## config.mk

```make
export PLATFORM = sky130hd
export DESIGN_NAME = pipe_regfile4
export DESIGN_NICKNAME = d
export VERILOG_FILES = /design/src/rtl/pipe_regfile_pkg.sv /design/src/rtl/prf_instr_decode.sv /design/src/rtl/prf_stage_bank.sv /design/src/rtl/prf_read_mux.sv /design/src/rtl/pipe_regfile4.sv
export SDC_FILE = /design/constraint.sdc
export NUM_CORES = 1
export LEC_CHECK = 0
export ABC_AREA = 1
export BUFFER_PORTS_ARGS = -buffer_cell sky130_fd_sc_hd__buf_2
export CAP_MARGIN = 15
export CORE_ASPECT_RATIO = 0.8
export CORE_MARGIN = 1.5
export CORE_UTILIZATION = 55
export CTS_CLUSTER_SIZE = 12
export DETAILED_ROUTE_END_ITERATION = 8
export GPL_TIMING_DRIVEN = 0
export PLACE_DENSITY = 0.75
export SETUP_SLACK_MARGIN = 0.3
export SLEW_MARGIN = 20
export SYNTH_ARGS = -nofsm -noshare
export SYNTH_HDL_FRONTEND = slang
export SYNTH_HIERARCHICAL = 1
export SYNTH_SLANG_ARGS = --single-unit
```

## constraint.sdc

```tcl
create_clock -name clk -period 1.4 [get_ports clk]
set_input_delay 0.21 -clock clk [delete_from_list [all_inputs] [get_ports clk]]
set_output_delay 0.21 -clock clk [all_outputs]
set_load 0.005 [all_outputs]
```

## src/rtl/pipe_regfile_pkg.sv

```systemverilog
package pipe_regfile_pkg;

    localparam int NREG = 4;

    localparam int IDX_R1 = 0;
    localparam int IDX_R2 = 1;
    localparam int IDX_R3 = 2;
    localparam int IDX_R4 = 3;

    typedef enum logic [1:0] {
        INS_SHIFT_ALL = 2'b00,
        INS_LOAD_HI   = 2'b01,
        INS_LOAD_LO   = 2'b10,
        INS_HOLD      = 2'b11
    } instr_e;

endpackage

```

## src/rtl/prf_instr_decode.sv

```systemverilog
module prf_instr_decode
    import pipe_regfile_pkg::*;
#(
    parameter bit VARIANT_HOLD = 1'b0
) (
    input  logic [1:0]      instr,
    output logic [NREG-1:0] ld_input,
    output logic [NREG-1:0] ld_chain
);

    instr_e op;

    always_comb begin
        op       = instr_e'(instr);
        ld_input = '0;
        ld_chain = '0;
        unique case (op)
            INS_SHIFT_ALL: begin
                ld_input[IDX_R1] = 1'b1;
                ld_chain[IDX_R2] = 1'b1;
                ld_chain[IDX_R3] = 1'b1;
                ld_chain[IDX_R4] = 1'b1;
            end
            INS_LOAD_HI: begin
                ld_input[IDX_R3] = 1'b1;
                ld_chain[IDX_R4] = !VARIANT_HOLD;
            end
            INS_LOAD_LO: begin
                ld_input[IDX_R1] = 1'b1;
                ld_chain[IDX_R2] = !VARIANT_HOLD;
            end
            INS_HOLD: begin
                ld_input = '0;
                ld_chain = '0;
            end
            default: begin
                ld_input = '0;
                ld_chain = '0;
            end
        endcase
    end

endmodule

```

## src/rtl/prf_stage_bank.sv

```systemverilog
module prf_stage_bank
    import pipe_regfile_pkg::*;
#(
    parameter int WIDTH = 16
) (
    input  logic                       clk,
    input  logic                       rst,
    input  logic [WIDTH-1:0]           d,
    input  logic [NREG-1:0]            ld_input,
    input  logic [NREG-1:0]            ld_chain,
    output logic [NREG-1:0][WIDTH-1:0] regs_q
);

    typedef struct packed {
        logic [NREG-1:0][WIDTH-1:0] stage;
    } bank_t;

    bank_t bank_d;
    bank_t bank_q;
    logic [NREG-1:0][WIDTH-1:0] chain_src;

    assign chain_src[0] = d;

    for (genvar gi = 1; gi < NREG; gi++) begin : g_chain
        assign chain_src[gi] = bank_q.stage[gi-1];
    end

    always_comb begin
        bank_d = bank_q;
        for (int i = 0; i < NREG; i++) begin
            if (ld_input[i]) begin
                bank_d.stage[i] = d;
            end else if (ld_chain[i]) begin
                bank_d.stage[i] = chain_src[i];
            end
        end
    end

    always_ff @(posedge clk) begin
        if (rst) begin
            bank_q <= '0;
        end else begin
            bank_q <= bank_d;
        end
    end

    assign regs_q = bank_q.stage;

endmodule

```

## src/rtl/prf_read_mux.sv

```systemverilog
module prf_read_mux
    import pipe_regfile_pkg::*;
#(
    parameter int WIDTH = 16,
    parameter int SEL_W = 2
) (
    input  logic [NREG-1:0][WIDTH-1:0] regs,
    input  logic [SEL_W-1:0]           sel,
    input  logic                       oe_n,
    output logic [WIDTH-1:0]           y,
    output logic                       y_valid
);

    logic [SEL_W-1:0] idx;

    always_comb begin
        idx     = SEL_W'(NREG - 1) - sel;
        y_valid = !oe_n;
        y       = oe_n ? '0 : regs[idx];
    end

endmodule

```

## src/rtl/pipe_regfile4.sv

```systemverilog
module pipe_regfile4
    import pipe_regfile_pkg::*;
#(
    parameter int WIDTH        = 16,
    parameter bit VARIANT_HOLD = 1'b0
) (
    input  logic             clk,
    input  logic             rst,
    input  logic [1:0]       instr,
    input  logic [WIDTH-1:0] d,
    input  logic [1:0]       sel,
    input  logic             oe_n,
    output logic [WIDTH-1:0] y,
    output logic             y_valid
);

    localparam int SEL_W = $clog2(NREG);

    logic [NREG-1:0]            ld_input;
    logic [NREG-1:0]            ld_chain;
    logic [NREG-1:0][WIDTH-1:0] regs_q;

    prf_instr_decode #(
        .VARIANT_HOLD(VARIANT_HOLD)
    ) decode_i (
        .instr   (instr),
        .ld_input(ld_input),
        .ld_chain(ld_chain)
    );

    prf_stage_bank #(
        .WIDTH(WIDTH)
    ) bank_i (
        .clk     (clk),
        .rst     (rst),
        .d       (d),
        .ld_input(ld_input),
        .ld_chain(ld_chain),
        .regs_q  (regs_q)
    );

    prf_read_mux #(
        .WIDTH(WIDTH),
        .SEL_W(SEL_W)
    ) mux_i (
        .regs   (regs_q),
        .sel    (sel[SEL_W-1:0]),
        .oe_n   (oe_n),
        .y      (y),
        .y_valid(y_valid)
    );

endmodule

```

=== Yosys cells after proc, flatten, opt, wreduce, memory -nomap -nowiden ===
Cells that the tools add are included.

* Shift operators: 0
* Div/mod/pow operators: 0
* Multiply operators: 0
* Order comparisons: 1
* Equality and inequality tests: 2
* Reductions and logical operators: 5
* Add/subtract/negate cells: 1
* Multiplexer cells: 9
* Bitwise gates (word level): 0

{| class="wikitable"
|+ Operators with widths
! operator !! count
|-
| 16-bit two-way mux || 4
|-
| 16-bit binary-select mux with 2-bit select || 1
|-
| 1-bit two-way mux || 4
|-
| 2-bit OR reduction || 2
|-
| 2-bit by 3-bit less-than comparator with 1-bit output, second input constant || 1
|-
| 2-bit by 1-bit == test with 1-bit output, second input constant || 1
|-
| 2-bit == test, second input constant || 1
|-
| 2-bit zero test || 1
|-
| 2-bit nonzero test || 1
|-
| 2-bit subtractor, first input constant || 1
|-
| 1-bit zero test || 1
|}

* Word-level logic and storage cells: 22
* Bits in latches: 0
* Memory bits (read-only): 0
* Flip-flop bits (word level): 64
* Memory bits (writable): 0
* Memories kept: 0

=== Longest topological paths before layout ===
Gate-level depths: netlist of run 1.

* Depth after elaboration: 4
* Gate-level depth with buffers: 8
* Gate-level depth less buffers: 6

=== Cells and area by module ===
Netlist of run 1, hierarchy kept.

{| class="wikitable"
|+ By module, submodules not included
! module !! cells an instance !! area an instance (um2) !! sequential area each (um2) !! instances
|-
| prf_stage_bank || 453 || 3265.6 || 1281.2 || 1
|-
| prf_read_mux || 191 || 915.9 || 0.0 || 1
|-
| prf_instr_decode || 9 || 51.3 || 0.0 || 1
|}

=== Least setup slack after synthesis of run 1 ===
No wires, ideal clock.

* Kind: input to register
* From: input instr[0]
* To: register bank_i.bank_q (netlist bit bank_i/regs_q[37])
* Buffers on the path: 1
* Cell stages on the path: 5
* Arrival: 970 ps
* Library setup time: 116 ps
* Path slack: 314 ps
* Cells stage by stage: nor2_1 -> inv_2 -> buf_6 -> nor3_2 -> nor2_1

* Longest elaborated chain between the ends: 3

{| class="wikitable"
|+ Ends and longest elaborated chain
! item !! line !! RTL
|-
| start: declaration || pipe_regfile4.sv:9 || <nowiki>input logic [1:0] instr,</nowiki>
|-
| 2-bit by 1-bit == test with 1-bit output or 2-bit zero test (tied branches) || prf_instr_decode.sv:17 || <nowiki>unique case (op)</nowiki>
|-
| 1-bit two-way mux || prf_instr_decode.sv:17 ||
|-
| 16-bit two-way mux or 2-bit nonzero test (tied branches) || - ||
|-
| end signal: assignment || prf_stage_bank.sv:43 || <nowiki>bank_q <= bank_d;</nowiki>
|-
| end: declaration || prf_stage_bank.sv:19 || <nowiki>bank_t bank_q;</nowiki>
|}

Several ways; a longest one is shown, not always the timed one.
A chain may end at the register's enable or synchronous reset.

=== Final worst setup path of run 1 ===
* From: register bank_i.bank_q (netlist bit bank_i/regs_q[39])
* To: output y[7]

* Longest elaborated chain between the ends: 3

{| class="wikitable"
|+ Ends and longest elaborated chain
! item !! line !! RTL
|-
| 16-bit binary-select mux with 2-bit select || prf_read_mux.sv:19 || <nowiki>y = oe_n ? '0 : regs[idx];</nowiki>
|-
| 16-bit two-way mux (implied by the code) || prf_read_mux.sv:19 ||
|-
| 16-bit two-way mux || prf_read_mux.sv:19 ||
|-
| end: declaration || pipe_regfile4.sv:13 || <nowiki>output logic [WIDTH-1:0] y,</nowiki>
|}

Every way passes these cells. The select of a mux whose other input is x is not followed.

==> results.md, run 1 <==
- Hold depth: 3
- Sink Count: 64
- Avg WL per Cell: 14.95 µm
- RSZ-0062 raised after global routing: yes
- Initial Util: 56.99%
- Pwr Total: 0.005509 W
- Final nets: 774
- Outcome: finished clean
- Share of the synthesized area in the top cell type: 30.27%
- Top post-synthesis cells by area: dfxtp_1 (30%), nand2_1 (14%), inv_1 (12%)
- Pwr dens: 1016 nW/µm²
- Reg2reg end: bank_i/regs_q[22]
- Largest net degree at the start of global routing: 12
- Startpoint of the worst hold path: d[0]
- Max Freq: 714.7 MHz
- Antenna Nets Post-Route: 0
- Setup crit end kind: output pin
- Vias per inst: 5.209
- Slew Viols, Final: 0
- Ports: 40
- Yosys top cell by area: dfxtp_1
- Max reg flops: 64
- Routability Congestion: 0.9058
- CP arrival: 1.19 ns
- Worst flop-to-flop path startpoint: bank_i/regs_q[22]
- ANT cells: 0
- Final cell count without fillers: 861
- Die X: 101.1 µm
- Seq/Total Area, Yosys: 30.27%
- Max Cap Viol: 0
- Critical Path Start Type: flop
- Path depth of the worst reg2reg path: 6
- # rows: 28
- Core area: 7427 µm²
- Worst setup margin: 0.0008978 ns
- Critical path type: flop to output pin
- DP Worst Slack: 0.09581 ns
- Max FO, Critical Path: 2
- Commonest non-fill, non-tap cell in the layout: nand2_1
- I/O Buffers: 36
- Reg2reg setup slack: 0.42 ns
- WHS Endpoint: bank_i/regs_q[0]
- First-pass GRT wire length: 20.58 mm
- Synth-to-layout area growth: 28.14%
- Min cycle time layout: 1.399 ns
- Initial DRC Count: 403
- TritonCTS clock tree: built
- Worst Setup SP: bank_i/regs_q[39]
- Commonest non-fill, non-tap cells in the layout: nand2_1 (138), inv_1 (100), nor2_1 (65)
- Cells after Synth: 653
- Initial antenna violation count: 0
- Vias in the first global route: 4232
- Synthesized cell area: 4233 µm²
- Required time worst endpoint: 1.19 ns
- Util after Layout: 73.03%
- DIE AREA: 8234 µm²
- Final wirelength: 12.87 mm
- Synth unique cells: 21
- Skew-Pair Late Insertion Delay: 0.36 ns
- Layout cells sized above 1: 45.77%
- Clock skew: 0.009101 ns
- CTS Buf Count: 9
- Placed cells: 796
- CTS root buffer: clkbuf_8
- Syn_area_per_cell: 6.482 µm²
- Detailed placement HPWL: 8.394 mm
- Die span in y: 81.47 µm
- Synth Register Bits: 64
- Total GRT Usage: 32.62%
- Tcrit/Tclk final: 99.94%
- Hold crit path type: primary input to flop
- Max VDD drop: 0.7088 mV
- CTS clock-pin slew for the worst setup and hold paths: 0.07 ns
- Htree depth: 3
- Grt total ovfl: 0
- DR pass1 iterations: 5
- Final setup viols: 0
- Final setup TNS: 0 ns
- Synth Warn #: 6
- # DRC: 0
- Endpoints failing hold: 0
- Lkg Pwr: 2.749 nW
- Clock Path Buffers: 2
- Vias: 4485
[worst max-delay path, cell delays in order, from the launching register on]
cell     delay [ns]
dfxtp_2        0.34
inv_2          0.03
nand2_1        0.06
nand3_2        0.10
a21oi_2        0.17
buf_2          0.13
[metal layers]
layer	global-route usage (%)	wire, µm
met4	11.53	268
met1	44.28	5456
met3	7.660	1334
met2	51.07	5809
met5	0	0
[through the flow]
stage	hold WS (ns)	instance area, µm²
after floorplan	0.3552	4240
after global placement	0.4703	4552
after detailed placement	0.4768	4552
after CTS	0.1093	5250
after global routing	0.1265	5424
final	0.1136	5424
[cells by family (layout without fill, tap and decap cells)]
family	after synthesis	in the layout	synth area share (%)
DFF	64	64	30.27
AOI/OAI and AO/OA	80	80	10.26
and+or+nand+nor	326	326	38.07
buffers and inverters	182	283	21.31
other	1	3	0.08859
[repair_timing]
action | 4_1_cts | 5_1_grt
setup buffers | 43 | 6
resized for setup | 75 | 67
pin swaps | 21 | 25
endpoints found under the setup margin | 16 | 17
hold buffers | 0 | 0
[cell type report]
cell class	count	area, µm²
multi-input combinational	409	2225
fill	571	2003
sequential	64	1361
timing repair buffer	85	548.0
inverter	137	516.7
buffer	45	387.9
clock buffer	11	151.4
tap	105	131.4
clock inverter	5	102.6
[cells in the mapped netlist]
cell,instances
a21oi_2,9
nor2_1,65
nor3_1,34
nand2_1,160
o21ai_0,15
buf_6,21
buf_2,11
nor2_2,1
nand3_2,10
clkbuf_1,1
nand3_1,22
buf_4,12
conb_1,1
inv_1,131
nor2_8,4
nor3_2,30
inv_4,1
inv_2,5
dfxtp_1,64
a21oi_1,55
o21ai_1,1
[power by group]
part	switching [W]	internal, W	total (W)	leakage, nW
combinational	0.000776	0.000555	0.00133	2.07
clock	0.000797	0.00128	0.00207	0.126
sequential	0.000104	0.00200	0.00210	0.550
total	0.00168	0.00383	0.00551	2.75
[worst max-delay path by stage]
stage	to	slack, ns	cells past startpoint
after floorplan	bank_i/regs_q[37]	0.31	5
after global placement	bank_i/regs_q[41]	0.10	6
after detailed placement	bank_i/regs_q[41]	0.1	6
after CTS	y[7]	0.02	5
after global routing	y[1]	-0.04	5
final	y[7]	0.0009	5
Power figures use the tool's default switching activity.
==> inputs of run 2 (changes only) <==
--- a/config.mk
+++ b/config.mk
@@ -6,15 +6,15 @@
 export NUM_CORES = 1
 export LEC_CHECK = 0
 export ABC_AREA = 1
-export BUFFER_PORTS_ARGS = -buffer_cell sky130_fd_sc_hd__buf_2
 export CAP_MARGIN = 15
 export CORE_ASPECT_RATIO = 0.8
 export CORE_MARGIN = 1.5
 export CORE_UTILIZATION = 55
 export CTS_CLUSTER_SIZE = 12
 export DETAILED_ROUTE_END_ITERATION = 8
+export DONT_BUFFER_PORTS = 1
 export GPL_TIMING_DRIVEN = 0
-export PLACE_DENSITY = 0.75
+export PLACE_DENSITY = 0.7
 export SETUP_SLACK_MARGIN = 0.3
 export SLEW_MARGIN = 20
 export SYNTH_ARGS = -nofsm -noshare
==> results.md, run 2 (synthesized netlist as in run 1, its figures left out) <==
- Final setup viols: 0 (unchanged)
- Vias in the first global route: 3616 (-15%)
- Required time worst endpoint: 1.19 ns (about the same)
- Lkg Pwr: 2.562 nW (-6.8%)
- Switching Share: 30.29% (-0.14 points)
- Met1 Use GR: 42.98% (-1.3 points)
- Hold Buf Count CTS: 0 (unchanged)
- Layout cells sized above 1: 40.36% (-5.4 points)
- Grt total ovfl: 0 (unchanged)
- Ports: 40 (unchanged)
- Reg2reg setup slack: 0.47 ns (+0.05 ns)
- Endpoints failing hold: 0 (unchanged)
- I/O Buffers: 0 (-100%)
- Max Cap Viol: 0 (unchanged)
- Final nets: 734 (-5.2%)
- First-pass GRT wire length: 18.69 mm (-9.2%)
- # DRC: 0 (unchanged)
- Htree depth: 3 (unchanged)
- Util after Layout: 70.03% (-3.0 points)
- Total GRT Usage: 30.27% (-2.4 points)
- Final wirelength: 12.03 mm (-6.5%)
- # rows: 28 (unchanged)
- Skew-Pair Late Insertion Delay: 0.36 ns (about the same)
- Initial antenna violation count: 0 (unchanged)
- Initial Util: 56.99% (unchanged)
- ANT cells: 0 (unchanged)
- DIE AREA: 8234 µm² (unchanged)
- Clk network pwr share: 36.5% (-1.2 points)
- Vias: 4182 (-6.8%)
- Most crowded layer after global routing: met2
- Routability Congestion: 0.8687 (-4.1%)
- Vias per inst: 5.094 (-2.2%)
- Grt met3 use: 8.851% (+1.2 points)
- WHS: 0.01033 ns (-0.1033 ns)
- Max FO, Critical Path: 2 (unchanged)
- Synth-to-layout area growth: 22.88%
- Antenna Nets Post-Route: 0 (unchanged)
- Clock Path Buffers: 2 (unchanged)
- Die X: 101.1 µm (unchanged)
- GR Util met2: 44.70% (-6.4 points)
- Max VDD drop: 0.7526 mV (+6.2%)
- DR pass1 iterations: 5 (unchanged)
- RSZ-0062 raised after global routing: yes
- Outcome: finished clean
- Clock skew: 0.01175 ns (+0.002649 ns)
- Hold crit path type: primary input to flop
- CTS Buf Count: 9 (unchanged)
- Die span in y: 81.47 µm (unchanged)
- Detailed placement HPWL: 8.265 mm (-1.5%)
- Max Freq: 759.5 MHz (+6.3%)
- Sink Count: 64 (unchanged)
- Worst Setup SP: bank_i/regs_q[35]
- Tcrit/Tclk final: 94.05% (-5.9 points)
- Largest net degree at the start of global routing: 12 (unchanged)
- CP arrival: 1.11 ns (-0.08 ns)
- Min cycle time layout: 1.317 ns (-0.08238 ns)
- Core area: 7427 µm² (unchanged)
- Path depth of the worst reg2reg path: 4 (-2)
- Critical Path Start Type: flop
- Pwr Total: 0.005236 W (-5.0%)
- Commonest non-fill, non-tap cell in the layout: nand2_1
- Avg WL per Cell: 14.65 µm (-2.0%)
- Final setup TNS: 0 ns (unchanged)
- Commonest non-fill, non-tap cells in the layout: nand2_1 (142), inv_1 (113), nor2_1 (65)
- Reg2reg end: bank_i/regs_q[51]
- CTS root buffer: clkbuf_8
- Pint: 0.003650 W (-4.8%)
- Switching power: 0.001586 W (-5.4%)
- Max reg flops: 64 (unchanged)
- Setup crit end kind: output pin
- TritonCTS clock tree: built
- Initial DRC Count: 371 (-7.9%)
- Pwr dens: 1007 nW/µm² (-0.88%)
- Slew Viols, Final: 0 (unchanged)
- Critical path type: flop to output pin
- CP Capture Point: y[3]
- CTS clock-pin slew for the worst setup and hold paths: 0.08 ns (about the same)
- Worst flop-to-flop path startpoint: bank_i/regs_q[35]
- Flop pwr share: 40.1% (+1.9 points)
- Power share of the combinational group: 23.4% (-0.7 points)
==> run 2: cell count changes in the layout (fill, tap and decap cells not counted), sizes merged <==
cell	change
clkinv	-1
bufinv	-1
clkinvlp	+1
buf	-39
==> run 2: worst min path at each step <==
stage          startpoint           endpoint  slack [ns]  depth (start not counted)
6_report             d[0]   bank_i/regs_q[0]        0.01                          2
3_5_place_dp         d[6]   bank_i/regs_q[6]        0.38                          2
2_1_floorplan        d[0]   bank_i/regs_q[0]        0.36                          2
3_3_place_gp         d[0]   bank_i/regs_q[0]        0.37                          2
4_1_cts              d[6]   bank_i/regs_q[6]        0.02                          2
5_1_grt             d[11]  bank_i/regs_q[11]        0.01                          2
==> run 2: metal layers <==
layer,vias to the layer above,routed length (µm)
li1,2080,-
met1,1901,5559
met2,180,5183
met3,21,1076
met4,0,210
met5,-,0
==> run 2: metrics by stage <==
step | cell area, µm² | instances | setup WS (ns)
floorplan | 4240 | 655 | 0.3137
global placement | 4372 | 760 | 0.1909
detailed placement | 4372 | 760 | 0.1803
CTS | 5086 | 817 | 0.1212
global route | 5201 | 821 | 0.06163
finish | 5201 | 821 | 0.08328
==> run 2: power by group through the flow <==
stage,clock (W),sequential [W],combinational (W)
after floorplan,0,0.00210,0.000760
after global placement,0,0.00213,0.000899
after detailed placement,0,0.00214,0.000917
after CTS,0.00192,0.00209,0.00113
after global routing,0.00200,0.00211,0.00134
final,0.00191,0.00210,0.00123
==> run 2: worst max-delay path: stages, from the launching register on <==
cell and delay, ns:
dfxtp_2 0.34, inv_2 0.03, nand2_1 0.07, nand3_2 0.11
a21oi_2 0.20
==> run 2: cell type report <==
class                           instances  area [µm²]
Buffer                                 45       385.4
Clock buffer                           12       165.2
Clock inverter                          4       75.07
Fill cell                             619        2226
Inverter                              137       516.7
Multi-Input combinational cell        409        2228
Sequential cell                        64        1361
Tap cell                              105       131.4
Timing Repair Buffer                   45       337.8
==> run 2: what timing repair did <==
action | CTS | global route
buffers inserted | 41 | 4
setup endpoints to repair | 16 | 16
pin swaps | 23 | 23
gates resized for setup | 84 | 42
hold endpoints to repair | 0 | 0
